## src/rtl/tapsel_pkg.sv

```systemverilog
package tapsel_pkg;
  localparam int IR_W = 4;

  localparam logic [IR_W-1:0] OP_EXTEST   = 4'b0000;
  localparam logic [IR_W-1:0] OP_SAMPLE   = 4'b0001;
  localparam logic [IR_W-1:0] OP_IDCODE   = 4'b0010;
  localparam logic [IR_W-1:0] OP_USERCODE = 4'b0011;
  localparam logic [IR_W-1:0] OP_INTEST   = 4'b0100;
  localparam logic [IR_W-1:0] OP_CLAMP    = 4'b0101;
  localparam logic [IR_W-1:0] OP_HIGHZ    = 4'b0110;
  localparam logic [IR_W-1:0] OP_BYPASS   = 4'b1111;

  typedef enum logic [1:0] {
    PATH_BYPASS = 2'd0,
    PATH_ID     = 2'd1,
    PATH_BSR    = 2'd2
  } path_e;

  // Strobes handed from the control side to the datapath
  typedef struct packed {
    logic  captureDr;
    logic  shiftDr;
    logic  shiftIr;
    logic  loadUser;
    logic  irSerial;
    path_e path;
  } drCtl_t;
endpackage

```

## src/rtl/tapsel_ctrl.sv

```systemverilog
module tapsel_ctrl
  import tapsel_pkg::*;
#(
  parameter bit HAS_ID = 1'b1
) (
  input  logic   tck,
  input  logic   trstN,
  input  logic   tlResetSt,
  input  logic   capIrSt,
  input  logic   shiftIrSt,
  input  logic   updIrSt,
  input  logic   capDrSt,
  input  logic   shiftDrSt,
  input  logic   updDrSt,
  input  logic   tdi,
  output drCtl_t drCtl,
  output logic   pinFromBsr,
  output logic   coreFromBsr,
  output logic   pinHighZ,
  output logic   bsrCapture,
  output logic   bsrShift,
  output logic   bsrUpdate
);
  localparam logic [IR_W-1:0] RESET_OP  = HAS_ID ? OP_IDCODE : OP_BYPASS;
  localparam logic [IR_W-1:0] CAPT_WORD = {{(IR_W-2){1'b0}}, 2'b01};

  logic [IR_W-1:0] irShift;
  logic [IR_W-1:0] irActive;
  path_e           pathSel;
  logic            userSel;
  logic            bsrSel;

  always_ff @(posedge tck or negedge trstN) begin
    if (!trstN) begin
      irShift  <= CAPT_WORD;
      irActive <= RESET_OP;
    end else begin
      if (tlResetSt)    irActive <= RESET_OP;
      else if (updIrSt) irActive <= irShift;

      if (capIrSt)        irShift <= CAPT_WORD;
      else if (shiftIrSt) irShift <= {tdi, irShift[IR_W-1:1]};
    end
  end

  always_comb begin
    pathSel     = PATH_BYPASS;
    userSel     = 1'b0;
    pinFromBsr  = 1'b0;
    coreFromBsr = 1'b0;
    pinHighZ    = 1'b0;
    case (irActive)
      OP_EXTEST: begin pathSel = PATH_BSR; pinFromBsr = 1'b1; end
      OP_INTEST: begin pathSel = PATH_BSR; coreFromBsr = 1'b1; end
      OP_SAMPLE: pathSel = PATH_BSR;
      OP_IDCODE: if (HAS_ID) pathSel = PATH_ID;
      OP_USERCODE: if (HAS_ID) begin pathSel = PATH_ID; userSel = 1'b1; end
      OP_CLAMP: pinFromBsr = 1'b1;
      OP_HIGHZ: pinHighZ = 1'b1;
      default: pathSel = PATH_BYPASS;
    endcase
  end

  assign bsrSel     = (pathSel == PATH_BSR);
  assign bsrCapture = bsrSel & capDrSt;
  assign bsrShift   = bsrSel & shiftDrSt;
  assign bsrUpdate  = bsrSel & updDrSt;

  assign drCtl.captureDr = capDrSt;
  assign drCtl.shiftDr   = shiftDrSt;
  assign drCtl.shiftIr   = shiftIrSt;
  assign drCtl.loadUser  = userSel;
  assign drCtl.irSerial  = irShift[0];
  assign drCtl.path      = pathSel;

  // instruction only moves on Update-IR or Test-Logic-Reset
  a_r2_instr_hold: assert property (@(posedge tck) disable iff (!trstN)
    (!updIrSt && !tlResetSt) |=> $stable(irActive));
  // capture loads the fixed 01 pattern into the shift stage
  a_r1_ir_capture: assert property (@(posedge tck) disable iff (!trstN)
    capIrSt |=> (irShift[1:0] == 2'b01));
  // high impedance never coexists with a drive-from-boundary mode
  a_r10_highz_excl: assert property (@(posedge tck) disable iff (!trstN)
    pinHighZ |-> (!pinFromBsr && !coreFromBsr));
  // boundary strobes never overlap
  a_r11_strobe_excl: assert property (@(posedge tck) disable iff (!trstN)
    $onehot0({bsrCapture, bsrShift, bsrUpdate}));
endmodule

```

## src/rtl/tapsel_data.sv

```systemverilog
module tapsel_data
  import tapsel_pkg::*;
#(
  parameter int          ID_W     = 32,
  parameter logic [31:0] ID_VALUE = 32'h0000_0001
) (
  input  logic            tck,
  input  logic            trstN,
  input  drCtl_t          drCtl,
  input  logic            tdi,
  input  logic [ID_W-1:0] userCode,
  input  logic            bsrTdo,
  output logic            tdo,
  output logic            tdoEn
);
  logic            bypassReg;
  logic [ID_W-1:0] idReg;
  logic            drSerial;

  always_ff @(posedge tck or negedge trstN) begin
    if (!trstN) begin
      bypassReg <= 1'b0;
      idReg     <= ID_VALUE[ID_W-1:0];
    end else if (drCtl.captureDr) begin
      bypassReg <= 1'b0;
      if (drCtl.path == PATH_ID)
        idReg <= drCtl.loadUser ? userCode : ID_VALUE[ID_W-1:0];
    end else if (drCtl.shiftDr) begin
      bypassReg <= tdi;
      if (drCtl.path == PATH_ID) idReg <= {tdi, idReg[ID_W-1:1]};
    end
  end

  always_comb begin
    case (drCtl.path)
      PATH_ID:  drSerial = idReg[0];
      PATH_BSR: drSerial = bsrTdo;
      default:  drSerial = bypassReg;
    endcase
  end

  // Output stage retimed to the falling edge
  always_ff @(negedge tck or negedge trstN) begin
    if (!trstN) begin
      tdo   <= 1'b0;
      tdoEn <= 1'b0;
    end else begin
      tdo   <= drCtl.shiftIr ? drCtl.irSerial : drSerial;
      tdoEn <= drCtl.shiftIr | drCtl.shiftDr;
    end
  end

  // bypass stage holds 0 right after capture
  a_r3_bypass_zero: assert property (@(posedge tck) disable iff (!trstN)
    drCtl.captureDr |=> (bypassReg == 1'b0));
  // the identification value always ends in a 1
  a_r4_id_marker: assert property (@(posedge tck) disable iff (!trstN)
    (drCtl.captureDr && drCtl.path == PATH_ID && !drCtl.loadUser) |=> idReg[0]);
  // output enable only seen in a shift state
  a_r12_tdo_enable: assert property (@(posedge tck) disable iff (!trstN)
    tdoEn |-> (drCtl.shiftIr || drCtl.shiftDr));
endmodule

```

## src/rtl/tapsel_top.sv

```systemverilog
module tapsel_top
  import tapsel_pkg::*;
#(
  parameter bit          HAS_ID  = 1'b1,
  parameter int          VER_W   = 4,
  parameter int          PART_W  = 16,
  parameter int          MFR_W   = 11,
  parameter logic [3:0]  ID_VER  = 4'h3,
  parameter logic [15:0] ID_PART = 16'hA5C1,
  parameter logic [10:0] ID_MFR  = 11'h2B5
) (
  input  logic        tck,
  input  logic        trstN,
  input  logic        tlResetSt,
  input  logic        capIrSt,
  input  logic        shiftIrSt,
  input  logic        updIrSt,
  input  logic        capDrSt,
  input  logic        shiftDrSt,
  input  logic        updDrSt,
  input  logic        tdi,
  input  logic [31:0] userCode,
  input  logic        bsrTdo,
  output logic        tdo,
  output logic        tdoEn,
  output logic        pinFromBsr,
  output logic        coreFromBsr,
  output logic        pinHighZ,
  output logic        bsrCapture,
  output logic        bsrShift,
  output logic        bsrUpdate
);
  localparam int ID_W = VER_W + PART_W + MFR_W + 1;
  localparam logic [ID_W-1:0] ID_VALUE =
    {ID_VER[VER_W-1:0], ID_PART[PART_W-1:0], ID_MFR[MFR_W-1:0], 1'b1};

  drCtl_t drCtl;

  tapsel_ctrl #(.HAS_ID(HAS_ID)) u_ctrl (
    .tck(tck), .trstN(trstN), .tlResetSt(tlResetSt),
    .capIrSt(capIrSt), .shiftIrSt(shiftIrSt), .updIrSt(updIrSt),
    .capDrSt(capDrSt), .shiftDrSt(shiftDrSt), .updDrSt(updDrSt),
    .tdi(tdi), .drCtl(drCtl),
    .pinFromBsr(pinFromBsr), .coreFromBsr(coreFromBsr), .pinHighZ(pinHighZ),
    .bsrCapture(bsrCapture), .bsrShift(bsrShift), .bsrUpdate(bsrUpdate)
  );

  tapsel_data #(.ID_W(ID_W), .ID_VALUE(ID_VALUE)) u_data (
    .tck(tck), .trstN(trstN), .drCtl(drCtl), .tdi(tdi),
    .userCode(userCode), .bsrTdo(bsrTdo), .tdo(tdo), .tdoEn(tdoEn)
  );
endmodule

```

## config.mk

```make
export PLATFORM = sky130hd
export DESIGN_NAME = tapsel_top
export DESIGN_NICKNAME = d
export VERILOG_FILES = /design/src/rtl/tapsel_pkg.sv /design/src/rtl/tapsel_ctrl.sv /design/src/rtl/tapsel_data.sv /design/src/rtl/tapsel_top.sv
export SDC_FILE = /design/constraint.sdc
export NUM_CORES = 1
export LEC_CHECK = 0
export CORE_MARGIN = 8
export CORE_UTILIZATION = 35
export CTS_CLUSTER_DIAMETER = 60
export DETAILED_ROUTE_END_ITERATION = 10
export MAX_ROUTING_LAYER = met4
export PLACE_DENSITY_LB_ADDON = 0.1
export SLEW_MARGIN = 20
export SYNTH_ARGS = -nofsm -noshare
export SYNTH_HDL_FRONTEND = slang
export SYNTH_SLANG_ARGS = --single-unit
```

## constraint.sdc

```tcl
create_clock -name tck -period 2.5 [get_ports tck]
set_input_delay 0.5 -clock tck [delete_from_list [all_inputs] [get_ports tck]]
set_output_delay 0.5 -clock tck [all_outputs]
set_load 0.1 [all_outputs]
```

# Yosys cells after proc, flatten, opt, wreduce, memory -nomap -nowiden
# Index checks and enable logic that the tools add are counted.
dict set report totals {
  mem_bits_rw 0
  latchBits 0
  romBits 0
  mem_count 0
  out_inout_bits 8
  ff_bits 43
}
dict set report op_classes {
  n_lt_le_gt_ge 0
  bitwise_logic 4
  add_sub_neg 0
  multipliers 0
  n_div 0
  shift 0
  reduce_logical 8
  n_eq_ne 8
  n_mux 18
}
# cell n
set ops {}
lappend ops {{32-bit two-way mux} 5}
lappend ops {{4-bit two-way mux} 4}
lappend ops {{4-bit by 3-bit == test with 1-bit output (second input constant)} 3}
lappend ops {{4-bit by 2-bit == test with 1-bit output (second input constant)} 2}
lappend ops {{1-bit two-way mux} 7}
lappend ops {{2-bit nonzero test} 3}
lappend ops {{4-bit by 1-bit == test with 1-bit output (second input constant)} 1}
lappend ops {{4-bit logical NOT} 1}
lappend ops {{2-bit one-hot mux with 2 select lines} 1}
lappend ops {{2-bit OR reduction} 2}
lappend ops {{1-bit bitwise AND} 3}
lappend ops {{3-bit OR reduction} 1}
lappend ops {{2-bit by 1-bit == test with 1-bit output (second input constant)} 1}
lappend ops {{2-bit == test (second input constant)} 1}
lappend ops {{1-bit one-hot mux with 2 select lines} 1}
lappend ops {{2-bit AND reduction} 1}
lappend ops {{1-bit OR} 1}

# Longest topological paths before layout
dict set report depth {
  depth_word 7
  ltp_mapped 9
  mapped_depth_nobuf 6
}

# Modules after synthesis
# A second synthesis with hierarchy kept.
dict set report unflattened {
  cells_unflattened 209
  hier_area_um2 2119.5
}
# mod cells_each area_each_um2 instances
set by_module_without_submodules {}
lappend by_module_without_submodules {tapsel_data 166 1679.1 1}
lappend by_module_without_submodules {tapsel_ctrl 43 440.4 1}

==> flow_summary.yaml <==
route:
  finalWirelength_um: 5640
  ant_nets: 0
  wire_per_inst_um: 16.7
  drtIter0Drc: 48
  drc_errors: 0
  vias_per_cell: 5.26
  vias: 1773
  first_pass_iters: 4
hold_path:
  hold_class: "primary input to asynchronous set/reset pin"
finish:
  layout_common_cells: "clkdlybuf4s50_1, nor2_1, dfrtp_1"
  fin_area_um2: 3000
  drive_gt1_share_pct: 28.2
  fillers: 568
  final_util_pct: 50.9
  finalNonFillerCells: 337
  antenna_cells: 0
  final_common_cell: "clkdlybuf4s50_1"
  nets: 306
  area_growth_pct: 42.0
clock_tree:
  numCtsBuffers: 5
  cts_root_buf: "clkbuf_8"
  cts.sinks: 43
  cts_buffer_depth: 2
  path_clk_slew_ns: 0.08
  clk_latency_ns: 0.29
  cts_tree: "yes"
  post_cts.repair.setup_buffers: 0
  htreeDepth: 2
placement:
  dpl.hpwl_um: 4020
  routabilityCongestion: 0.711
  dp_cells: 329
  dpl_cell_area_um2: 2910
  port_buffers: 50
worst_setup_path:
  start_kind: "register"
  critPathMaxFanout: 4
  worstSetupEndpointType: "register"
  crit_type: "register to register"
  cpPeakStageDelay_ns: 0.53
  path_cells: "or3b_4 -> ha_4 -> a221oi_2 -> o31ai_1"
  arrival_ns: 1.73
  cpMaxStageDelayCell: "dfstp_2"
  worstPathRequired_ns: 1.39
run:
  max-cap-violations: 0
grt:
  grt_pass1_wl_um: 9490
  track_usage_pct: 14.1
  grt_antenna_before_repair: 0
  grt_max_degree: 39
  grt_pass1_vias: 1889
  grt_overflow: 0
logic_synthesis:
  synth_top_family_by_area: "compound AO/OA/AOI/OAI gates"
  ys_ff_latch: 43
  synth_fp_nets: 244
  synthCells: 199
  avgSynthCellArea_um2: 10.6
  synth_compound_area_share_pct: 26.3
  yosysWarningCount: 0
  muxShareOfSynthArea_pct: 3.32
  netlist_area_um2: 2110
  synth_xor_area_share_pct: 0.415
  synth_adder_area_share_pct: 1.19
  synth_simple_gate_area_share_pct: 11.7
  ys_seq_area_share_pct: 52.0
  yosysUniqueCellTypes: 32
run_status:
  status: "finished with violations"
  violations: "negative setup slack"
power_and_ir_drop:
  p_seq_share_pct: 50.4
  power.total_mw: 1.95
  ir_drop_mv: 0.346
  power.internal_mw: 1.35
  p_leak_nw: 1.20
  power_density_nw_per_um2: 652
  p_switching_mw: 0.604
  switching_share_pct: 30.9
  clkPwrFrac_pct: 22.3
  combPwrFrac_pct: 27.3
sta:
  slew_violations: 0
  clock_skew_ns: 0.00443
  finalSetupViolations: 3
  rsz0062_at_grt: "true"
  hold_ws_ns: 0.224
  setup_slack_ns: -0.339
  worst_pin_slew_ns: 0.572
  slew_headroom_pct: 61.8
  hold_viol: 0
die:
  die_area_um2: 8770
  ios: 51
  num_rows: 28
  die_x_um: 93.7
  start_util_pct: 35.9
  core_area_um2: 5890
  die_h_um: 93.7
stage by stage:
step | setup TNS, ns | setup WS [ns]
final | -0.669 | -0.339
after global routing | -0.791 | -0.402
after CTS | -0.691 | -0.338
after detailed placement | -0.504 | -0.373
after global placement | -0.479 | -0.355
after floorplan | -1.51 | -0.576
cell families after synthesis:
| family | Yosys count |
|---|---|
| buffers and inverters | 20 |
| muxes | 7 |
| AOI/OAI and AO/OA | 71 |
| DFF | 43 |
| adders and majority gates | 2 |
| and+or+nand+nor | 55 |
| xor gates and xnor gates | 1 |
layout make-up:
cell class	instances	area (um^2)	area share [%]
clock inverter	1	5.00	0.167
tap	75	93.8	3.13
clock buffer	7	76.3	2.55
sequential	43	1100	36.7
inverter	3	16.3	0.543
timing repair buffer	72	757	25.3
multi-input combinational	136	950	31.7
routing by layer:
metal,track usage (%),vias to the layer above,part of all wire (%)
li1,-,860,-
met5,-,-,0
met1,17.5,866,47
met4,4.76,0,1.3
met3,3.12,8,4.0
met2,22.3,39,48
power groups by stage:
stage | clock, mW | sequential, mW | combinational [mW]
floorplan | 0 | 0.998 | 0.311
global placement | 0 | 0.993 | 0.528
detailed placement | 0 | 0.996 | 0.535
CTS | 0.449 | 0.985 | 0.539
global route | 0.481 | 1.00 | 0.592
finish | 0.436 | 0.985 | 0.534
path summary, 6_finish.rpt:
check | endpoint | cells past startpoint | slack, ns | from
min in group tck | u_data.idReg[22] | 2 | 0.47 | u_data.idReg[22]
min | u_data.idReg[0] | 1 | 0.22 | trstN
max | u_data.tdo | 4 | -0.34 | u_ctrl.irActive[1]
min reg2reg | u_data.idReg[22] | 2 | 0.47 | u_data.idReg[22]
max reg2reg | u_data.tdo | 4 | -0.34 | u_ctrl.irActive[1]
max in group asynchronous | u_data.tdo | 1 | 1.16 | trstN
timing repair:
action | in CTS | in global routing
gates cloned | 0 | 0
gates resized for setup | 1 | 2
hold buffers | 0 | 0
setup endpoints to repair | 3 | 3
pin swaps | 0 | 0
cells in the mapped netlist, drive strengths merged:
cell | instances | area [um^2]
nand2 | 18 | 67.6
or2 | 1 | 6.26
o21a | 1 | 7.51
a21oi | 18 | 90.1
a221oi | 1 | 8.76
nor2b | 3 | 18.8
a211oi | 1 | 7.51
ha | 2 | 25.0
buf | 7 | 53.8
dfrtp | 23 | 576
nor2 | 23 | 86.3
mux2i | 7 | 70.1
a32oi | 14 | 123
clkbuf | 10 | 37.5
nor4bb | 1 | 10.0
o32ai | 16 | 208
o31ai | 1 | 7.51
dfrtn | 2 | 50.1
xor2 | 1 | 8.76
o21ai | 17 | 85.1
nor3 | 1 | 5.00
or3b | 1 | 8.76
and2 | 4 | 25.0
nand3 | 2 | 10.0
dfstp | 18 | 473
a211o | 2 | 17.5
nor4b | 1 | 8.76
inv | 3 | 16.3
flip-flops by register name, indices dropped and copies added (netlist names):
register          count
u_data.tdoEn          1
u_data.idReg         32
u_ctrl.irActive       4
u_data.bypassReg      1
u_data.tdo            1
u_ctrl.irShift        4
critical path: cells and delay by family (launching register included):
family	cells	cell delay [ns]
flops	1	0.53
compound gates	2	0.31
simple gates	1	0.41
fa+ha+maj	1	0.18
No activity file was read; power rests on OpenSTA's default activity.
